File: src/rtl/tmr_pkg.sv
package tmr_pkg;

    typedef enum logic [1:0] {
        CH_OFF   = 2'd0,
        CH_COUNT = 2'd1,
        CH_WRAP  = 2'd2
    } ch_state_t;

    localparam int OFS_EN       = 'h10;
    localparam int OFS_EN_SET   = 'h14;
    localparam int OFS_EN_CLR   = 'h18;
    localparam int OFS_STOP     = 'h1C;
    localparam int OFS_STOP_SET = 'h2C;
    localparam int OFS_STOP_CLR = 'h3C;
    localparam int OFS_FLAG     = 'h20;
    localparam int OFS_FLAG_SET = 'h24;
    localparam int OFS_FLAG_CLR = 'h28;
    localparam int OFS_MASK     = 'h30;
    localparam int OFS_MASK_SET = 'h34;
    localparam int OFS_MASK_CLR = 'h38;

    localparam int CH_BASE   = 'h40;
    localparam int CH_STRIDE = 'h10;
    localparam int OFS_FULL  = 'h0;
    localparam int OFS_HALF  = 'h4;
    localparam int OFS_CNT   = 'h8;
    localparam int OFS_CTRL  = 'hC;

    localparam int HALF_BIT = 16;
    localparam int WDT_BIT  = 16;
    localparam int CTRL_W   = 9;

    // terminal count of the prescaler for a 3-bit divide code
    function automatic int pre_limit(input logic [2:0] code);
        int r;
        if (code >= 3'd5) r = 1023;
        else r = (1 << (2 * int'(code))) - 1;
        return r;
    endfunction

endpackage

File: src/rtl/tmr_setclr.sv
module tmr_setclr #(
    parameter int           W     = 32,
    parameter logic [W-1:0] VALID = '1,
    parameter logic [W-1:0] RST   = '0
) (
    input  logic         clk,
    input  logic         rst_n,
    input  logic         wr_set,
    input  logic         wr_clr,
    input  logic [W-1:0] wdata,
    input  logic [W-1:0] hw_set,
    output logic [W-1:0] q
);

    logic [W-1:0] set_v, clr_v;

    always_comb begin
        set_v = wr_set ? wdata : '0;
        clr_v = wr_clr ? wdata : '0;
    end

    // hardware set is ORed after the clear so it takes precedence
    always_ff @(posedge clk or negedge rst_n) begin
        if (!rst_n) q <= RST & VALID;
        else        q <= ((q & ~clr_v) | set_v | hw_set) & VALID;
    end

endmodule

File: src/rtl/tmr_prescale.sv
module tmr_prescale
    import tmr_pkg::*;
#(
    parameter int PRE_W = 10
) (
    input  logic       clk,
    input  logic       rst_n,
    input  logic       clr,
    input  logic       src_tick,
    input  logic [2:0] code,
    output logic       tick
);

    logic [PRE_W-1:0] pre_q;
    logic             hit;

    always_comb begin
        hit  = (pre_q == PRE_W'(pre_limit(code)));
        tick = src_tick & hit & ~clr;
    end

    always_ff @(posedge clk or negedge rst_n) begin
        if (!rst_n)        pre_q <= '0;
        else if (clr)      pre_q <= '0;
        else if (src_tick) pre_q <= hit ? '0 : pre_q + 1'b1;
    end

endmodule

File: src/rtl/tmr_channel.sv
module tmr_channel
    import tmr_pkg::*;
#(
    parameter int CNT_W = 16,
    parameter int PRE_W = 10
) (
    input  logic              clk,
    input  logic              rst_n,
    input  logic              run,
    input  logic [2:0]        src_ticks,
    input  logic              wr_full,
    input  logic              wr_half,
    input  logic              wr_cnt,
    input  logic              wr_ctrl,
    input  logic [CNT_W-1:0]  wdata,
    output logic [CNT_W-1:0]  full_q,
    output logic [CNT_W-1:0]  half_q,
    output logic [CNT_W-1:0]  cnt_q,
    output logic [CTRL_W-1:0] ctrl_q,
    output logic              full_evt,
    output logic              half_evt,
    output logic              tick_o,
    output logic              pwm_o
);

    localparam int SRC_LO  = 0;
    localparam int DIV_LO  = 3;
    localparam int PWM_EN  = 7;
    localparam int PWM_POL = 8;

    ch_state_t        st_q, st_n;
    logic [CNT_W-1:0] nxt_val, cnt_n, full_n;
    logic             src, tick, adv, active;

    always_comb src = |(ctrl_q[SRC_LO +: 3] & src_ticks);

    tmr_prescale #(.PRE_W(PRE_W)) u_pre (
        .clk      (clk),
        .rst_n    (rst_n),
        .clr      (~run),
        .src_tick (src),
        .code     (ctrl_q[DIV_LO +: 3]),
        .tick     (tick)
    );

    // state register
    always_ff @(posedge clk or negedge rst_n) begin
        if (!rst_n) st_q <= CH_OFF;
        else        st_q <= st_n;
    end

    // next counter value and transitions
    always_comb begin
        unique case (st_q)
            CH_OFF:   nxt_val = (cnt_q == full_q) ? '0 : cnt_q + 1'b1;
            CH_COUNT: nxt_val = cnt_q + 1'b1;
            CH_WRAP:  nxt_val = '0;
            default:  nxt_val = '0;
        endcase
        adv    = tick & ~wr_cnt;
        cnt_n  = wr_cnt ? wdata : (adv ? nxt_val : cnt_q);
        full_n = wr_full ? wdata : full_q;
        st_n   = st_q;
        unique case (st_q)
            CH_OFF:   if (run) st_n = (cnt_n == full_n) ? CH_WRAP : CH_COUNT;  // start
            CH_COUNT: if (!run) st_n = CH_OFF;                                 // halt
                      else if (cnt_n == full_n) st_n = CH_WRAP;                // reach
            CH_WRAP:  if (!run) st_n = CH_OFF;                                 // halt
                      else if (cnt_n != full_n) st_n = CH_COUNT;               // wrap
            default:  st_n = CH_OFF;
        endcase
    end

    // event and pin outputs
    always_comb begin
        full_evt = adv & (nxt_val == full_q);
        half_evt = adv & (nxt_val == half_q);
        tick_o   = tick;
        active   = (cnt_q < half_q);
        pwm_o    = ctrl_q[PWM_EN] ? (active ^ ctrl_q[PWM_POL]) : ctrl_q[PWM_POL];
    end

    always_ff @(posedge clk or negedge rst_n) begin
        if (!rst_n) begin
            full_q <= '0;
            half_q <= '0;
            cnt_q  <= '0;
            ctrl_q <= '0;
        end else begin
            full_q <= full_n;
            cnt_q  <= cnt_n;
            if (wr_half) half_q <= wdata;
            if (wr_ctrl) ctrl_q <= wdata[CTRL_W-1:0];
        end
    end

endmodule

File: src/rtl/tmr_unit.sv
module tmr_unit
    import tmr_pkg::*;
#(
    parameter int NUM_CH = 4,
    parameter int CNT_W  = 16,
    parameter int PRE_W  = 10,
    parameter int ADDR_W = 8,
    parameter int DATA_W = 32
) (
    input  logic              clk,
    input  logic              rst_n,
    input  logic              bus_sel,
    input  logic              bus_wr,
    input  logic [ADDR_W-1:0] bus_addr,
    input  logic [DATA_W-1:0] bus_wdata,
    output logic [DATA_W-1:0] bus_rdata,
    input  logic              pclk_tick,
    input  logic              rtc_tick,
    input  logic              ext_tick,
    output logic [NUM_CH-1:0] pwm_o,
    output logic              irq_o,
    output logic              wdt_halt_o
);

    localparam logic [DATA_W-1:0] CH_BITS    = DATA_W'((64'd1 << NUM_CH) - 1);
    localparam logic [DATA_W-1:0] STOP_VALID = CH_BITS | (DATA_W'(1) << WDT_BIT);
    localparam logic [DATA_W-1:0] FLAG_VALID = CH_BITS | (CH_BITS << HALF_BIT);

    logic                         we;
    logic [DATA_W-1:0]            en_q, stop_q, flag_q, mask_q, hw_flag;
    logic [NUM_CH-1:0]            run_vec, full_evt, half_evt, tick_vec;
    logic [NUM_CH-1:0]            wr_full, wr_half, wr_cnt, wr_ctrl;
    logic [NUM_CH-1:0][CNT_W-1:0] full_arr, half_arr, cnt_arr;
    logic [NUM_CH-1:0][CTRL_W-1:0] ctrl_arr;

    always_comb we = bus_sel & bus_wr;

    tmr_setclr #(.W(DATA_W), .VALID(CH_BITS), .RST('0)) u_en (
        .clk(clk), .rst_n(rst_n),
        .wr_set(we && bus_addr == ADDR_W'(OFS_EN_SET)),
        .wr_clr(we && bus_addr == ADDR_W'(OFS_EN_CLR)),
        .wdata(bus_wdata), .hw_set('0), .q(en_q)
    );

    tmr_setclr #(.W(DATA_W), .VALID(STOP_VALID), .RST('0)) u_stop (
        .clk(clk), .rst_n(rst_n),
        .wr_set(we && bus_addr == ADDR_W'(OFS_STOP_SET)),
        .wr_clr(we && bus_addr == ADDR_W'(OFS_STOP_CLR)),
        .wdata(bus_wdata), .hw_set('0), .q(stop_q)
    );

    tmr_setclr #(.W(DATA_W), .VALID(FLAG_VALID), .RST('0)) u_flag (
        .clk(clk), .rst_n(rst_n),
        .wr_set(we && bus_addr == ADDR_W'(OFS_FLAG_SET)),
        .wr_clr(we && bus_addr == ADDR_W'(OFS_FLAG_CLR)),
        .wdata(bus_wdata), .hw_set(hw_flag), .q(flag_q)
    );

    tmr_setclr #(.W(DATA_W), .VALID(FLAG_VALID), .RST(FLAG_VALID)) u_mask (
        .clk(clk), .rst_n(rst_n),
        .wr_set(we && bus_addr == ADDR_W'(OFS_MASK_SET)),
        .wr_clr(we && bus_addr == ADDR_W'(OFS_MASK_CLR)),
        .wdata(bus_wdata), .hw_set('0), .q(mask_q)
    );

    always_comb begin
        run_vec = en_q[NUM_CH-1:0] & ~stop_q[NUM_CH-1:0];
        hw_flag = '0;
        hw_flag[NUM_CH-1:0]             = full_evt;
        hw_flag[HALF_BIT +: NUM_CH]     = half_evt;
        irq_o      = |(flag_q & ~mask_q);
        wdt_halt_o = stop_q[WDT_BIT];
    end

    for (genvar n = 0; n < NUM_CH; n++) begin : g_ch
        localparam int BASE = CH_BASE + n * CH_STRIDE;

        always_comb begin
            wr_full[n] = we && bus_addr == ADDR_W'(BASE + OFS_FULL);
            wr_half[n] = we && bus_addr == ADDR_W'(BASE + OFS_HALF);
            wr_cnt[n]  = we && bus_addr == ADDR_W'(BASE + OFS_CNT);
            wr_ctrl[n] = we && bus_addr == ADDR_W'(BASE + OFS_CTRL);
        end

        tmr_channel #(.CNT_W(CNT_W), .PRE_W(PRE_W)) u_ch (
            .clk       (clk),
            .rst_n     (rst_n),
            .run       (run_vec[n]),
            .src_ticks ({ext_tick, rtc_tick, pclk_tick}),
            .wr_full   (wr_full[n]),
            .wr_half   (wr_half[n]),
            .wr_cnt    (wr_cnt[n]),
            .wr_ctrl   (wr_ctrl[n]),
            .wdata     (bus_wdata[CNT_W-1:0]),
            .full_q    (full_arr[n]),
            .half_q    (half_arr[n]),
            .cnt_q     (cnt_arr[n]),
            .ctrl_q    (ctrl_arr[n]),
            .full_evt  (full_evt[n]),
            .half_evt  (half_evt[n]),
            .tick_o    (tick_vec[n]),
            .pwm_o     (pwm_o[n])
        );
    end

    // read path, combinational from the address
    always_comb begin
        bus_rdata = '0;
        case (bus_addr)
            ADDR_W'(OFS_EN):   bus_rdata = en_q;
            ADDR_W'(OFS_STOP): bus_rdata = stop_q;
            ADDR_W'(OFS_FLAG): bus_rdata = flag_q;
            ADDR_W'(OFS_MASK): bus_rdata = mask_q;
            default: begin
                for (int n = 0; n < NUM_CH; n++) begin
                    if (bus_addr == ADDR_W'(CH_BASE + n * CH_STRIDE + OFS_FULL))
                        bus_rdata = DATA_W'(full_arr[n]);
                    if (bus_addr == ADDR_W'(CH_BASE + n * CH_STRIDE + OFS_HALF))
                        bus_rdata = DATA_W'(half_arr[n]);
                    if (bus_addr == ADDR_W'(CH_BASE + n * CH_STRIDE + OFS_CNT))
                        bus_rdata = DATA_W'(cnt_arr[n]);
                    if (bus_addr == ADDR_W'(CH_BASE + n * CH_STRIDE + OFS_CTRL))
                        bus_rdata = DATA_W'(ctrl_arr[n]);
                end
            end
        endcase
    end

endmodule

File: config.mk
export PLATFORM = sky130hd
export DESIGN_NAME = tmr_unit
export DESIGN_NICKNAME = d
export VERILOG_FILES = /design/src/rtl/tmr_pkg.sv /design/src/rtl/tmr_setclr.sv /design/src/rtl/tmr_prescale.sv /design/src/rtl/tmr_channel.sv /design/src/rtl/tmr_unit.sv
export SDC_FILE = /design/constraint.sdc
export NUM_CORES = 1
export LEC_CHECK = 0
export CAP_MARGIN = 20
export CORE_MARGIN = 2
export CORE_UTILIZATION = 45
export CTS_BUF_LIST = sky130_fd_sc_hd__clkbuf_2 sky130_fd_sc_hd__clkbuf_4 sky130_fd_sc_hd__clkbuf_8
export DETAILED_ROUTE_END_ITERATION = 7
export PLACE_DENSITY = 0.71
export REMOVE_ABC_BUFFERS = 1
export SLEW_MARGIN = 20
export SYNTH_ARGS = -nofsm -noshare
export SYNTH_HDL_FRONTEND = slang
export SYNTH_SLANG_ARGS = --single-unit
File: constraint.sdc
create_clock -name clk -period 6.3 [get_ports clk]
set_clock_uncertainty 0.1 [all_clocks]
set_input_delay 0.945 -clock clk [delete_from_list [all_inputs] [get_ports clk]]
set_output_delay 0.945 -clock clk [all_outputs]
set_load 0.02 [all_outputs]
==> After elaboration in Yosys (flattened, before gate mapping) <==
Index checks and enable logic that the tools add are counted.
Widths: inputs -> output; s select.
{ "totals": {"in_bits": 47, "regBits": 301} }
{ "op_classes": {"n_addsub": 12, "n_reduce_logical": 37, "shift": 4, "eq_ne": 76, "muxes": 93, "n_bitwise": 50, "order_cmp": 8} }
{ "op_table": {"columns": ["op", "n"], "rows": [
  ["$mux 32", 15],
  ["$mux 16", 17],
  ["$eq 16x16->1", 16],
  ["$mux 10", 16],
  ["$eq 8x7->1 const B", 16],
  ["$pmux 16 s2", 4],
  ["$pmux 32 s4", 1],
  ["$mux 20", 4],
  ["$add 16x1->16 const B", 4],
  ["$eq 8x6->1 const B", 8],
  ["$lt 16x16->1", 4],
  ["$ne 16x16->1", 4],
  ["$or 20x20->20", 3],
  ["$mux 2", 24],
  ["$add 10x1->10 const B", 4],
  ["$and 20x20->20", 2],
  ["$eq 10x10->1", 4],
  ["$not 20->20", 2],
  ["$shl 1x4->10 const A", 4],
  ["$sub 10x2->10 const B", 4],
  ["$mux 17", 2],
  ["$and 20x32->32", 1],
  ["$eq 8x5->1 const B", 4],
  ["$not 20->32", 1],
  ["24 further kinds", 116]
]} }

==> Depth between registers and ports, before layout <==
{ "depth": {"depth_word": 18, "ltp_mapped": 17, "ltp_nobuf": 14} }

==> Cells and area by module <==
Synthesis repeated with hierarchy kept, for this count alone.
{ "unflattened": {"hier_cells": 3606, "hier_area_um2": 29351.9} }
{ "modules_own_cells": {"columns": ["mod", "n_inst", "cells_per_inst", "area_per_inst_um2", "seq_area_each_um2"], "rows": [
  ["tmr_channel", 4, 583, 4976.0, 1476.4],
  ["tmr_unit", 1, 656, 4061.4, 0.0],
  ["tmr_prescale (g_ch[0].u_ch.u_pre ...)", 2, 111, 949.7, 250.2],
  ["tmr_prescale (g_ch[2].u_ch.u_pre ...)", 2, 105, 847.1, 250.2],
  ["tmr_setclr (u_mask)", 1, 51, 516.7, 210.2],
  ["tmr_setclr (u_flag)", 1, 51, 506.7, 200.2],
  ["tmr_setclr (u_stop)", 1, 43, 400.4, 125.1],
  ["tmr_setclr (u_en)", 1, 41, 369.1, 100.1]
]} }

==> Worst setup path before layout <==
Ideal clock, no wire load.
{ "synth_path": {"path_type": "register -> register", "from": "register g_ch[0].u_ch.ctrl_q[4]", "to": "register g_ch[0].u_ch.st_q[0]", "setup_slack_ns": 1.963, "period_less_slack_ns": 4.337, "path_buffers": 1, "arrival_time_ns": 4.118, "stages_incl_launch_ff": 15, "path_cell_list": "dfrtp_1 > or3_1 > ha_1 > inv_1 > or3_1 > a221o_1 > a2111o_1 > or2_1 > buf_6 > o32a_1 > and3_4 > a2111oi_4 > nand4_1 > or4_1 > and2_1"} }
{ "synth_via": {"elab_chain_len": 13, "word_cells_on_any_way": 18} }
{ "synth_lines": {"columns": ["item", "line_no", "text"], "rows": [
  ["from (decl)", "tmr_channel.sv:19", "output logic [CTRL_W-1:0] ctrl_q,"],
  ["from (signal assigned)", "tmr_channel.sv:93", "if (wr_ctrl) ctrl_q <= wdata[CTRL_W-1:0];"],
  ["$shl 1x4->10", "tmr_pkg.sv:37", "else r = (1 << (2 * int'(code))) - 1;"],
  ["$sub 10x2->10", "tmr_pkg.sv:37", null],
  ["$mux 10 (*)", "tmr_pkg.sv:36", "if (code >= 3'd5) r = 1023;"],
  ["$eq 10x10->1 (*)", "tmr_prescale.sv:18", "hit = (pre_q == PRE_W'(pre_limit(code)));"],
  ["$and 1x1->1 (*) (2 in a row)", "tmr_prescale.sv:19", "tick = src_tick & hit & ~clr;"],
  ["$and 1x1->1 (*)", "tmr_channel.sv:60", "adv = tick & ~wr_cnt;"],
  ["$mux 16 (*) (2 in a row)", "tmr_channel.sv:61", "cnt_n = wr_cnt ? wdata : (adv ? nxt_val : cnt_q);"],
  ["$eq 16x16->1", "tmr_channel.sv:65, tmr_channel.sv:67", null],
  ["$mux 2 (2 in a row)", "tmr_channel.sv:65", "CH_OFF: if (run) st_n = (cnt_n == full_n) ? CH_WRAP : CH_COUNT;"],
  ["$pmux 2 s3", "tmr_channel.sv:64", "unique case (st_q)"],
  ["to (signal assigned)", "tmr_channel.sv:49", "else st_q <= st_n;"],
  ["to (decl)", "tmr_channel.sv:31", "ch_state_t st_q, st_n;"]
]} }
Every way passes the cells marked *; elsewhere a longest branch is shown, timed or not. The select of a mux whose other input is x is not followed.
A chain may end at the register's enable or synchronous reset.

==> Worst setup path after layout <==
{ "layout_path": {"from": "input port bus_addr[4]", "to": "output port bus_rdata[6]"} }
{ "layout_via": {"elab_chain_len": 18, "word_cells_on_any_way": 37} }
{ "layout_lines": {"columns": ["item", "line_no", "text"], "rows": [
  ["from (decl)", "tmr_unit.sv:14", "input logic [ADDR_W-1:0] bus_addr,"],
  ["$eq 8x7->1", "tmr_unit.sv:116", "if (bus_addr == ADDR_W'(CH_BASE + n * CH_STRIDE + OFS_FULL))"],
  ["$mux 16", "tmr_unit.sv:116", null],
  ["$mux 32", "tmr_unit.sv:118", "if (bus_addr == ADDR_W'(CH_BASE + n * CH_STRIDE + OFS_HALF))"],
  ["$mux 32", "tmr_unit.sv:120", "if (bus_addr == ADDR_W'(CH_BASE + n * CH_STRIDE + OFS_CNT))"],
  ["$mux 32", "tmr_unit.sv:122", "if (bus_addr == ADDR_W'(CH_BASE + n * CH_STRIDE + OFS_CTRL))"],
  ["$mux 32", "tmr_unit.sv:116", null],
  ["$mux 32", "tmr_unit.sv:118", null],
  ["$mux 32", "tmr_unit.sv:120", null],
  ["(+2 left out)", null, null],
  ["$mux 32", "tmr_unit.sv:118", null],
  ["$mux 32", "tmr_unit.sv:120", null],
  ["$mux 32", "tmr_unit.sv:122", null],
  ["$mux 32", "tmr_unit.sv:116", null],
  ["$mux 32", "tmr_unit.sv:118", null],
  ["$mux 32", "tmr_unit.sv:120", null],
  ["$mux 32", "tmr_unit.sv:122", null],
  ["$pmux 32 s4 (*)", "tmr_unit.sv:109", "case (bus_addr)"],
  ["to (decl)", "tmr_unit.sv:16", "output logic [DATA_W-1:0] bus_rdata,"]
]} }
Every way passes the cells marked *; elsewhere a longest branch is shown, timed or not.

==> results.sh <==
export IMPL_num_rows=83
export IMPL_numCtsBuffers=56
export IMPL_rsz0062_at_grt="false"
export IMPL_critical_path_cell_chain="clkdlybuf4s50_1 > or4b_1 > nor3_1 > a22oi_1 > nand3_1 > o21ai_0 > and3_1 > nor3_1 > clkdlybuf4s50_1"
export IMPL_cts_sinks=301
export IMPL_root_buffer="clkbuf_8"
export IMPL_avgSynthCellArea_um2=8.430
export IMPL_period_minus_slack_ns=5.646
export IMPL_p_per_area_nw_per_um2=192.6
export IMPL_seqCellArea_um2=7542
export IMPL_cts_resized=0
export IMPL_fp_dieH_um=231.4
export IMPL_hpwl_um=68810
export IMPL_grt_max_degree=164
export IMPL_cp_start_kind="input port"
export IMPL_path_class="input port to output pin"
export IMPL_fillCellCount=4827
export IMPL_max_stage_delay_ns=0.81
export IMPL_setup_viol=0
export IMPL_drv_cap=0
export IMPL_grt_ovfl_total=0
export IMPL_max_freq_mhz=177.1
export IMPL_path_clk_slew_ns=0.06
export IMPL_wl_per_cell_um=27.11
export IMPL_antenna_left=0
export IMPL_multi_input_area_um2=14490
export IMPL_cp_slowest_cell="or4b_1"
export IMPL_io_pins=85
export IMPL_postCtsSetupBuffers=0
export IMPL_path_max_fanout=11
export IMPL_synth_edff_count=0
export IMPL_die_w_um=231.4
export IMPL_initial_core_util_pct=45.44
export IMPL_first_global_vias=22120
export IMPL_ys_types=90
export IMPL_relSlewSlack_pct=28.45
export IMPL_required_ns=5.25
export IMPL_r2r_end="g_ch[0].u_ch.st_q[0]"
export IMPL_critPathCaptureType="output pin"
export IMPL_num_nets_final=2873
export IMPL_cts_tree="yes"
export IMPL_ys_seq_area_share_pct=32.42
export IMPL_place_area_um2=24480
export IMPL_antenna_found_initial=10
export IMPL_die_area_um2=53540
export IMPL_stdcell_area_um2=25760
export IMPL_viasPerCell=6.761
export IMPL_worst_pin_slew_ns=1.070
export IMPL_ctsHtreeMaxLevel=2
export IMPL_post_layout_nonfiller_instances=3487
export IMPL_layout_drive_gt1_share_pct=11.13
export IMPL_gp_congestion=1.033
export IMPL_outcome="complete, no violations"
export IMPL_clk_insertion_delay_late_ns=0.69
export IMPL_core_area_um2=51200
export IMPL_ys_warn_count=0
export IMPL_grt_pass1_wl_um=140800
export IMPL_grt_usage_pct=34.88
export IMPL_leakage_nw=10.76
export IMPL_placed_cells_incl_taps=3378
export IMPL_synthesis_instances=2760
export IMPL_hold_viol=0
export IMPL_cts_buffer_depth=3
export IMPL_synth_main_ff_cell="dfrtp_1"
export IMPL_netlist_area_um2=23270
export IMPL_vdd_ir_drop_max_uv=150.1
export IMPL_finalSetupTns_ns=0
export IMPL_drc=0
export IMPL_port_buffers=60
export IMPL_drtPass1Iterations=6
export IMPL_via_count=23580
export IMPL_first_iter_violations=3513
export IMPL_r2r_cells=13
export IMPL_final_period_utilization_pct=89.61
export IMPL_ys_async_sr_fraction_pct=100.0
export IMPL_area_growth_syn_to_layout_pct=10.70
export IMPL_slew_violations=0
export IMPL_arrival_ns=4.60
export IMPL_r2r_setup_slack_ns=0.98
export IMPL_finalWirelength_um=94550
export IMPL_synth_seq_cells=301
export IMPL_r2r_start="g_ch[0].u_ch.ctrl_q[3]"
export IMPL_hold_class="input port to asynchronous set/reset pin"
export IMPL_cts_hold_buffers=0
==> area by class of cell <==
class	count	area share [%]
clock buffers	91	4.377
inverters	118	1.720
well taps	680	3.303
flip-flops and latches	301	29.28
multi-input cells	2147	56.25
repair buffers	132	4.498
diodes	4	0.03886
clock inverters	14	0.5247
==> per-layer routing <==
metal	share of wire (%)	up-vias	GRT usage, %	routed length (um)
li1	-	10190	-	-
met1	39	11460	45.81	36720
met2	43	1567	51.67	40360
met3	11	346	8.378	10840
met4	7.0	8	21.61	6587
met5	0.045	-	0	43
==> sequential cells by signal (all words and copies together) (netlist names), 5 cells and up <==
register	cells
g_ch.u_ch.ctrl_q	36
u_mask.q	8
u_flag.q	8
g_ch.u_ch.cnt_q	64
g_ch.u_ch.full_q	64
g_ch.u_ch.u_pre.pre_q	40
u_stop.q	5
g_ch.u_ch.half_q	64
g_ch.u_ch.st_q	8
==> cell usage after synthesis, drive strengths merged (7+ instances only) <==
master	n	share of area (%)
o32ai	53	2.0
a31oi	71	1.9
a21o	38	1.2
dfrtp	293	32
nor4b	26	0.98
inv	117	1.9
a211oi	30	0.99
o21bai	7	0.23
nand4	52	1.4
xor2	101	3.8
and3	35	0.96
and2	16	0.43
o21ai	198	4.3
o22ai	29	0.78
and4	17	0.64
o21a	8	0.26
nand3	81	1.7
nor2b	13	0.35
a22oi	37	1.2
mux2	98	4.7
a222oi	11	0.47
a21oi	134	2.9
nand3b	12	0.39
a221oi	38	1.4
dfstp	8	0.90
nand2b	18	0.48
or2	11	0.30
clkbuf	163	2.6
mux2i	30	1.3
ha	70	3.8
a22o	36	1.4
buf	42	1.0
nor4	44	1.2
or4	10	0.32
nor3	41	0.90
or3	23	0.62
xnor2	167	6.3
o31ai	17	0.55
nor2	194	3.1
nand2	255	4.1
==> cells by family after synthesis <==
| group | count (synthesis) | share of synthesized area (%) |
|---|---|---|
| compound gates | 795 | 23.05 |
| xor+xnor | 268 | 10.09 |
| fa+ha+maj | 70 | 3.764 |
| buf+inv | 323 | 5.545 |
| flops | 301 | 32.42 |
| mux | 130 | 6.227 |
| other cells | 1 | 0.01612 |
| simple gates | 872 | 18.89 |
==> worst max-delay path by stage <==
stage | start | to
final | bus_addr[4] | bus_rdata[6]
after global routing | bus_addr[4] | bus_rdata[6]
after CTS | bus_addr[4] | bus_rdata[6]
after detailed placement | bus_addr[4] | bus_rdata[6]
after global placement | bus_addr[1] | bus_rdata[6]
after floorplan | g_ch[0].u_ch.ctrl_q[4] | g_ch[0].u_ch.st_q[0]
==> cell usage in the layout, fill, tap and decap left out, drive strengths merged, types with 41 or more instances in the layout <==
cell type,count
a31oi,71
nor2,194
xor2,101
o32ai,53
a21oi,134
nor4,44
nand3,81
nand2,255
ha,70
inv,119
o21ai,198
xnor2,167
nor3,41
nand4,52
mux2,98
clkdlybuf4s50,59
clkbuf,91
buf,73
dfrtp,293
==> metrics by stage <==
stage	utilization [%]	power, W	hold WS (ns)	setup slack [ns]
floorplan	-	0.002473	0.3664	1.065
global placement	47.81	0.002793	0.3898	0.8411
detailed placement	47.81	0.002809	0.3966	0.8123
CTS	50.28	0.004945	0.1833	0.8002
global route	50.29	0.005114	0.1930	0.6470
finish	50.31	0.004960	0.1347	0.6544
==> power breakdown <==
part | switching, W | leakage (nW) | internal (W)
sequential | 0.000144 | 3.99 | 0.00199
clock | 0.000934 | 0.673 | 0.00122
combinational | 0.000423 | 6.09 | 0.000255
==> critical path: cells and delay by family <==
kind,cells,cell delay [ns]
AOI/OAI and AO/OA,2,0.28
and+or+nand+nor,5,2.06
buffers and inverters,2,1.31
(Power assumes the default switching activity.)
